===== src/rtl/sefrf_pkg.sv =====
// Package: shared sizing defaults and types for the split-edge register file.
// Assumes the entry count is a power of two so an index covers it exactly.
package sefrf_pkg;
    parameter int unsigned DEF_DATA_W = 32;
    parameter int unsigned DEF_DEPTH  = 32;
    parameter int unsigned NUM_READ   = 2;

    // Index width for a given entry count.
    function automatic int unsigned idx_width(input int unsigned depth);
        return (depth <= 2) ? 1 : $clog2(depth);
    endfunction
endpackage


===== src/rtl/sefrf_wb_decoder.sv =====
// Module: write-back decoder. Turns the destination index and enable into a
// one-hot (or all-zero) select vector. Assumes DEPTH = 2**ADDR_W.
module sefrf_wb_decoder #(
    parameter int unsigned DEPTH  = 32,
    parameter int unsigned ADDR_W = 5
) (
    input  logic              wr_en,
    input  logic [ADDR_W-1:0] wr_addr,
    output logic [DEPTH-1:0]  wr_sel
);
    // Raise exactly one select line when the enable is high.
    always_comb begin
        wr_sel = '0;
        for (int i = 0; i < DEPTH; i++) begin
            if (wr_en && (wr_addr == ADDR_W'(i))) begin
                wr_sel[i] = 1'b1;
            end
        end
    end
endmodule


===== src/rtl/sefrf_bank.sv =====
// Module: storage bank. Each entry is a falling-edge register with its own
// select line; entry 0 has no storage and is a constant zero.
// Assumes wr_sel carries at most one set bit.
module sefrf_bank #(
    parameter int unsigned DEPTH  = 32,
    parameter int unsigned DATA_W = 32
) (
    input  logic                          clk,
    input  logic                          rst_n,
    input  logic [DEPTH-1:0]              wr_sel,
    input  logic [DATA_W-1:0]             wr_data,
    output logic [DEPTH-1:0][DATA_W-1:0]  entries
);
    for (genvar g = 0; g < DEPTH; g++) begin : g_entry
        if (g == 0) begin : g_zero
            assign entries[g] = '0;
        end else begin : g_store
            logic [DATA_W-1:0] q;
            // Clear on reset, else take write data when selected (falling edge).
            always_ff @(negedge clk) begin
                if (!rst_n) begin
                    q <= '0;
                end else if (wr_sel[g]) begin
                    q <= wr_data;
                end
            end
            assign entries[g] = q;
        end
    end
endmodule


===== src/rtl/sefrf_read_port.sv =====
// Module: one read port. A multiplexer picks an entry by index and a
// rising-edge register holds the result for the whole cycle.
// Assumes DEPTH = 2**ADDR_W so every index is a valid entry.
module sefrf_read_port #(
    parameter int unsigned DEPTH  = 32,
    parameter int unsigned DATA_W = 32,
    parameter int unsigned ADDR_W = 5
) (
    input  logic                          clk,
    input  logic                          rst_n,
    input  logic [DEPTH-1:0][DATA_W-1:0]  entries,
    input  logic [ADDR_W-1:0]             rd_addr,
    output logic [DATA_W-1:0]             rd_data
);
    logic [DATA_W-1:0] mux_out;

    // Select the addressed entry.
    always_comb begin
        mux_out = entries[rd_addr];
    end

    // Capture the selected entry on the rising edge; clear on reset.
    always_ff @(posedge clk) begin
        if (!rst_n) begin
            rd_data <= '0;
        end else begin
            rd_data <= mux_out;
        end
    end
endmodule


===== src/rtl/split_edge_regfile.sv =====
// Module: top of the split-edge register file. Writes land on the falling
// edge, reads are registered on the rising edge, so a same-cycle write and
// read of one entry return the new data without bypass logic.
// Assumes a synchronous active-low reset and a power-of-two depth.
module split_edge_regfile #(
    parameter int unsigned DATA_W = sefrf_pkg::DEF_DATA_W,
    parameter int unsigned DEPTH  = sefrf_pkg::DEF_DEPTH,
    parameter int unsigned ADDR_W = sefrf_pkg::idx_width(DEPTH)
) (
    input  logic              clk,
    input  logic              rst_n,
    input  logic              wr_en,
    input  logic [ADDR_W-1:0] wr_addr,
    input  logic [DATA_W-1:0] wr_data,
    input  logic [ADDR_W-1:0] rd_addr_a,
    input  logic [ADDR_W-1:0] rd_addr_b,
    output logic [DATA_W-1:0] rd_data_a,
    output logic [DATA_W-1:0] rd_data_b
);
    localparam int unsigned NRD = sefrf_pkg::NUM_READ;

    logic [DEPTH-1:0]              wr_sel;
    logic [DEPTH-1:0][DATA_W-1:0]  entries;
    logic [NRD-1:0][ADDR_W-1:0]    rd_idx;
    logic [NRD-1:0][DATA_W-1:0]    rd_val;

    assign rd_idx[0] = rd_addr_a;
    assign rd_idx[1] = rd_addr_b;
    assign rd_data_a = rd_val[0];
    assign rd_data_b = rd_val[1];

    sefrf_wb_decoder #(.DEPTH(DEPTH), .ADDR_W(ADDR_W)) u_dec (
        .wr_en   (wr_en),
        .wr_addr (wr_addr),
        .wr_sel  (wr_sel)
    );

    sefrf_bank #(.DEPTH(DEPTH), .DATA_W(DATA_W)) u_bank (
        .clk     (clk),
        .rst_n   (rst_n),
        .wr_sel  (wr_sel),
        .wr_data (wr_data),
        .entries (entries)
    );

    for (genvar p = 0; p < NRD; p++) begin : g_rd
        sefrf_read_port #(.DEPTH(DEPTH), .DATA_W(DATA_W), .ADDR_W(ADDR_W)) u_port (
            .clk     (clk),
            .rst_n   (rst_n),
            .entries (entries),
            .rd_addr (rd_idx[p]),
            .rd_data (rd_val[p])
        );
    end
endmodule


===== config.mk =====
export PLATFORM = sky130hd
export DESIGN_NAME = split_edge_regfile
export DESIGN_NICKNAME = d
export VERILOG_FILES = /design/src/rtl/sefrf_pkg.sv /design/src/rtl/sefrf_wb_decoder.sv /design/src/rtl/sefrf_bank.sv /design/src/rtl/sefrf_read_port.sv /design/src/rtl/split_edge_regfile.sv
export SDC_FILE = /design/constraint.sdc
export NUM_CORES = 2
export LEC_CHECK = 0
export BUFFER_PORTS_ARGS = -buffer_cell sky130_fd_sc_hd__buf_2
export CORE_MARGIN = 4
export CORE_UTILIZATION = 30
export CTS_CLUSTER_DIAMETER = 100
export DETAILED_ROUTE_END_ITERATION = 10
export GPL_TIMING_DRIVEN = 0
export SYNTH_ARGS = -nofsm -noshare
export SYNTH_HDL_FRONTEND = slang
export SYNTH_SLANG_ARGS = --single-unit
export TNS_END_PERCENT = 30

===== constraint.sdc =====
create_clock -name clk -period 2.2 [get_ports clk]
set_clock_uncertainty 0.2 [all_clocks]
set_input_delay 0.22 -clock clk [delete_from_list [all_inputs] [get_ports clk]]
set_output_delay 0.22 -clock clk [all_outputs]
set_load 0.02 [all_outputs]

==> results.md <==
- H-tree Lvls: 4
- Clk pwr share: 55.3%
- Initial antenna violation count: 30
- Synth cell count leaders: nand2_1, dfxtp_1, a21boi_0, clkbuf_1, mux4_2
- Power, Total: 0.0545 W
- Die Y: 435 um
- Cell-internal power: 0.0365 W
- Ranking of synthesized cells by area: dfxtp_1, mux4_2, nand2_1
- Slew Limit Headroom: -1.99%
- RSZ-0062 raised after global routing: yes
- Cell area power density: 770 nW/um^2
- LEAKAGE: 28.1 nW
- Vias in the first global route: 54600
- Flops & latches, synth: 1056
- Crit path required time: 2.65 ns
- Via count: 55500
- Final #Nets: 7393
- Setup Crit Path Kind: reg2reg
- Mapped Avg Cell Area: 9.11 sq um
- # DRC: 0
- Setup violators final: 885
- Pre-Repair DR Iteration Count: 9
- Worst setup endpoint: g_rd[0].u_port.rd_data[16]$_SDFF_PN0_
- GPL Wtd Cong: 1.04
- Critical Path AT: 4.37 ns
- CTS tree: done
- First-pass GRT wire length: 379 mm
- Part of the power in combinational logic: 8.7%
- Total core area: 181000 sq um
- Post-synth top flop: dfxtp_1
- Critical path startpoint category: flip-flop
- DRT iter0 DRCs: 6765
- Sequential element share of the synthesized area: 38.7%
- Asr flop ratio synth: 0%
- IO Count: 114
- Most frequent cell after synthesis: nand2_1
- Port bufs: 107
- Overflow after GRT: 0
- Worst Hold Class: in2reg
- CP max FO: 3
- Worst IR Drop VDD: 806 uV
- Number of synthesized flops with an enable pin: 0
- Remaining antenna violation count after routing: 0
- Setup ws final: -1.72 ns
- Tightest Pin Transition: 1.53 ns
- Die X: 435 um
- Mapped Cells: 5988
- Layout cells sized above 1: 20.8%
- Routed len/inst: 28.2 um
- Failing checks: max-capacitance violations, max-slew violations, negative setup slack
- # rows: 156
- Seq pwr share: 36.0%
- Inserted Clock Buffers: 132
- Clock Tree Buf Depth: 3
- Post-DR vias/cell: 5.65
- Post-detail-place hpwl: 198 mm
- Max Cap Violations: 1
- Ys Warns: 0
- Switching Share: 33.1%
- Reg2Reg Depth: 4
- Syn-to-layout area delta: 29.6%
- Die area: 189000 sq um
- Status: complete, but fails checks
- Psw: 0.0180 W
- Syn Nets: 6038
- Post-synth cell types: 52
- Clk Latency, worst-skew pair: 0.79 ns
- Dpl cell area: 58600 sq um
- Max Slew Vio Count: 11
- Clock root cell: clkbuf_16
- Largest net degree at the start of global routing: 18
- Top cell type's share of synthesized area: 38.7%
- Reg clk slew, reported paths: 0.06 ns
- WL final: 277 mm
- Final Hold Fails: 0
- Design area: 70700 sq um
- Worst reg2reg endpoint: g_rd[0].u_port.rd_data[16]$_SDFF_PN0_
- Dominant cell type by area after synthesis: dfxtp_1
- Critical R2R Launch: u_bank.g_entry[18].g_store.q[16]$_SDFFE_NN0P_
- Worst setup startpoint: u_bank.g_entry[18].g_store.q[16]$_SDFFE_NN0P_
- Gr usage total: 28.2%
- CTS Sinks: 1056
- Effective utilization at floorplan: 30.2%
- R2R Setup Slk: -1.72 ns
- Cell Area, Synth: 54600 sq um
- CP endpoint kind: flip-flop
[routing by layer]
layer  wire length [um]  vias to the layer above  part of all wire [%]  GRT usage [%]
li1                   -                    23700                     -              -
met1             100000                    27300                    36           32.7
met2             117000                     3729                    42           40.1
met3              34900                      830                    13           11.7
met4              24500                       22                   8.9           24.0
met5                367                        -                  0.13              0
[state kept, by name, indices dropped and copies added, names as in the netlist]
name / flops
g_rd.u_port.rd_data: 64
u_bank.g_entry.g_store.q: 992
[timing repair]
item	in CTS	in global routing
setup buffers	57	49
gates cloned	16	11
gates resized for setup	523	536
pin swaps	142	115
endpoints found under the hold margin	1	0
setup endpoints to repair	1054	1026
hold buffers	1	0
[placed cells by master, fill, tap and decap left out, types with 103 or more instances in the layout]
cell,n
inv_1,1015
nand2_1,2016
a21boi_0,473
clkbuf_1,256
buf_4,103
mux2i_1,176
buf_2,182
a21boi_1,498
dfxtp_1,987
mux4_2,376
clkbuf_16,157
[area by class of cell]
| cell class | count | area (sq um) |
|---|---|---|
| fillers | 18200 | 110000 |
| multi-input cells | 4297 | 31900 |
| flip-flops and latches | 1056 | 21200 |
| clock inverters | 1087 | 4670 |
| plain buffers | 621 | 4110 |
| clock buffers | 142 | 3430 |
| well taps | 2370 | 2970 |
| repair buffers | 240 | 2350 |
| diodes | 20 | 50.0 |
| inverters | 3 | 11.3 |
[critical path, cell delays in order, from the launching register on]
cell	delay, ns
dfxtp_2	0.33
mux4_2	0.53
a22oi_2	0.37
nand4_1	0.86
o311a_1	0.40
[stage by stage]
step | utilization (%) | TNS, ns | instances | hold slack (ns) | worst slack, ns
after floorplan | - | -459.22 | 5988 | 0.238 | -0.637
after global placement | 32.4 | -1614.32 | 8465 | 0.249 | -1.96
after detailed placement | 32.4 | -1640.14 | 8466 | 0.256 | -1.97
after CTS | 38.3 | -250.56 | 9760 | 0.00523 | -1.27
after global routing | 39.1 | -206.16 | 9824 | 0.0252 | -1.58
final | 39.1 | -198.29 | 9836 | 0.0775 | -1.72
[power groups by stage]
stage / registers [W] / clock network (W) / logic (W)
2_1_floorplan: 0.0199 / 0.00272 / 0.00223
3_3_place_gp: 0.0199 / 0.00272 / 0.00417
3_5_place_dp: 0.0199 / 0.00272 / 0.00418
4_1_cts: 0.0196 / 0.0302 / 0.00441
5_1_grt: 0.0196 / 0.0323 / 0.00475
6_report: 0.0196 / 0.0301 / 0.00473
[how the worst min path moves through the flow]
stage / slack (ns) / cells past startpoint / to / startpoint
6_report: 0.08 / 3 / g_rd[0].u_port.rd_data[0]$_SDFF_PN0_ / rst_n
5_1_grt: 0.03 / 3 / g_rd[0].u_port.rd_data[0]$_SDFF_PN0_ / rst_n
4_1_cts: 0.005 / 3 / g_rd[0].u_port.rd_data[0]$_SDFF_PN0_ / rst_n
3_5_place_dp: 0.26 / 2 / u_bank.g_entry[3].g_store.q[11]$_SDFFE_NN0P_ / u_bank.g_entry[3].g_store.q[11]$_SDFFE_NN0P_
3_3_place_gp: 0.25 / 2 / u_bank.g_entry[18].g_store.q[18]$_SDFFE_NN0P_ / u_bank.g_entry[18].g_store.q[18]$_SDFFE_NN0P_
2_1_floorplan: 0.24 / 2 / u_bank.g_entry[20].g_store.q[10]$_SDFFE_NN0P_ / u_bank.g_entry[20].g_store.q[10]$_SDFFE_NN0P_
[logic make-up after synthesis]
| group | after synthesis | synth area share, % |
|---|---|---|
| and+or+nand+nor | 2403 | 17.8 |
| muxes | 640 | 20.7 |
| DFF | 1056 | 38.7 |
| AOI/OAI and AO/OA | 1254 | 17.8 |
| buffers and inverters | 635 | 4.94 |
(Power assumes the default switching activity.)
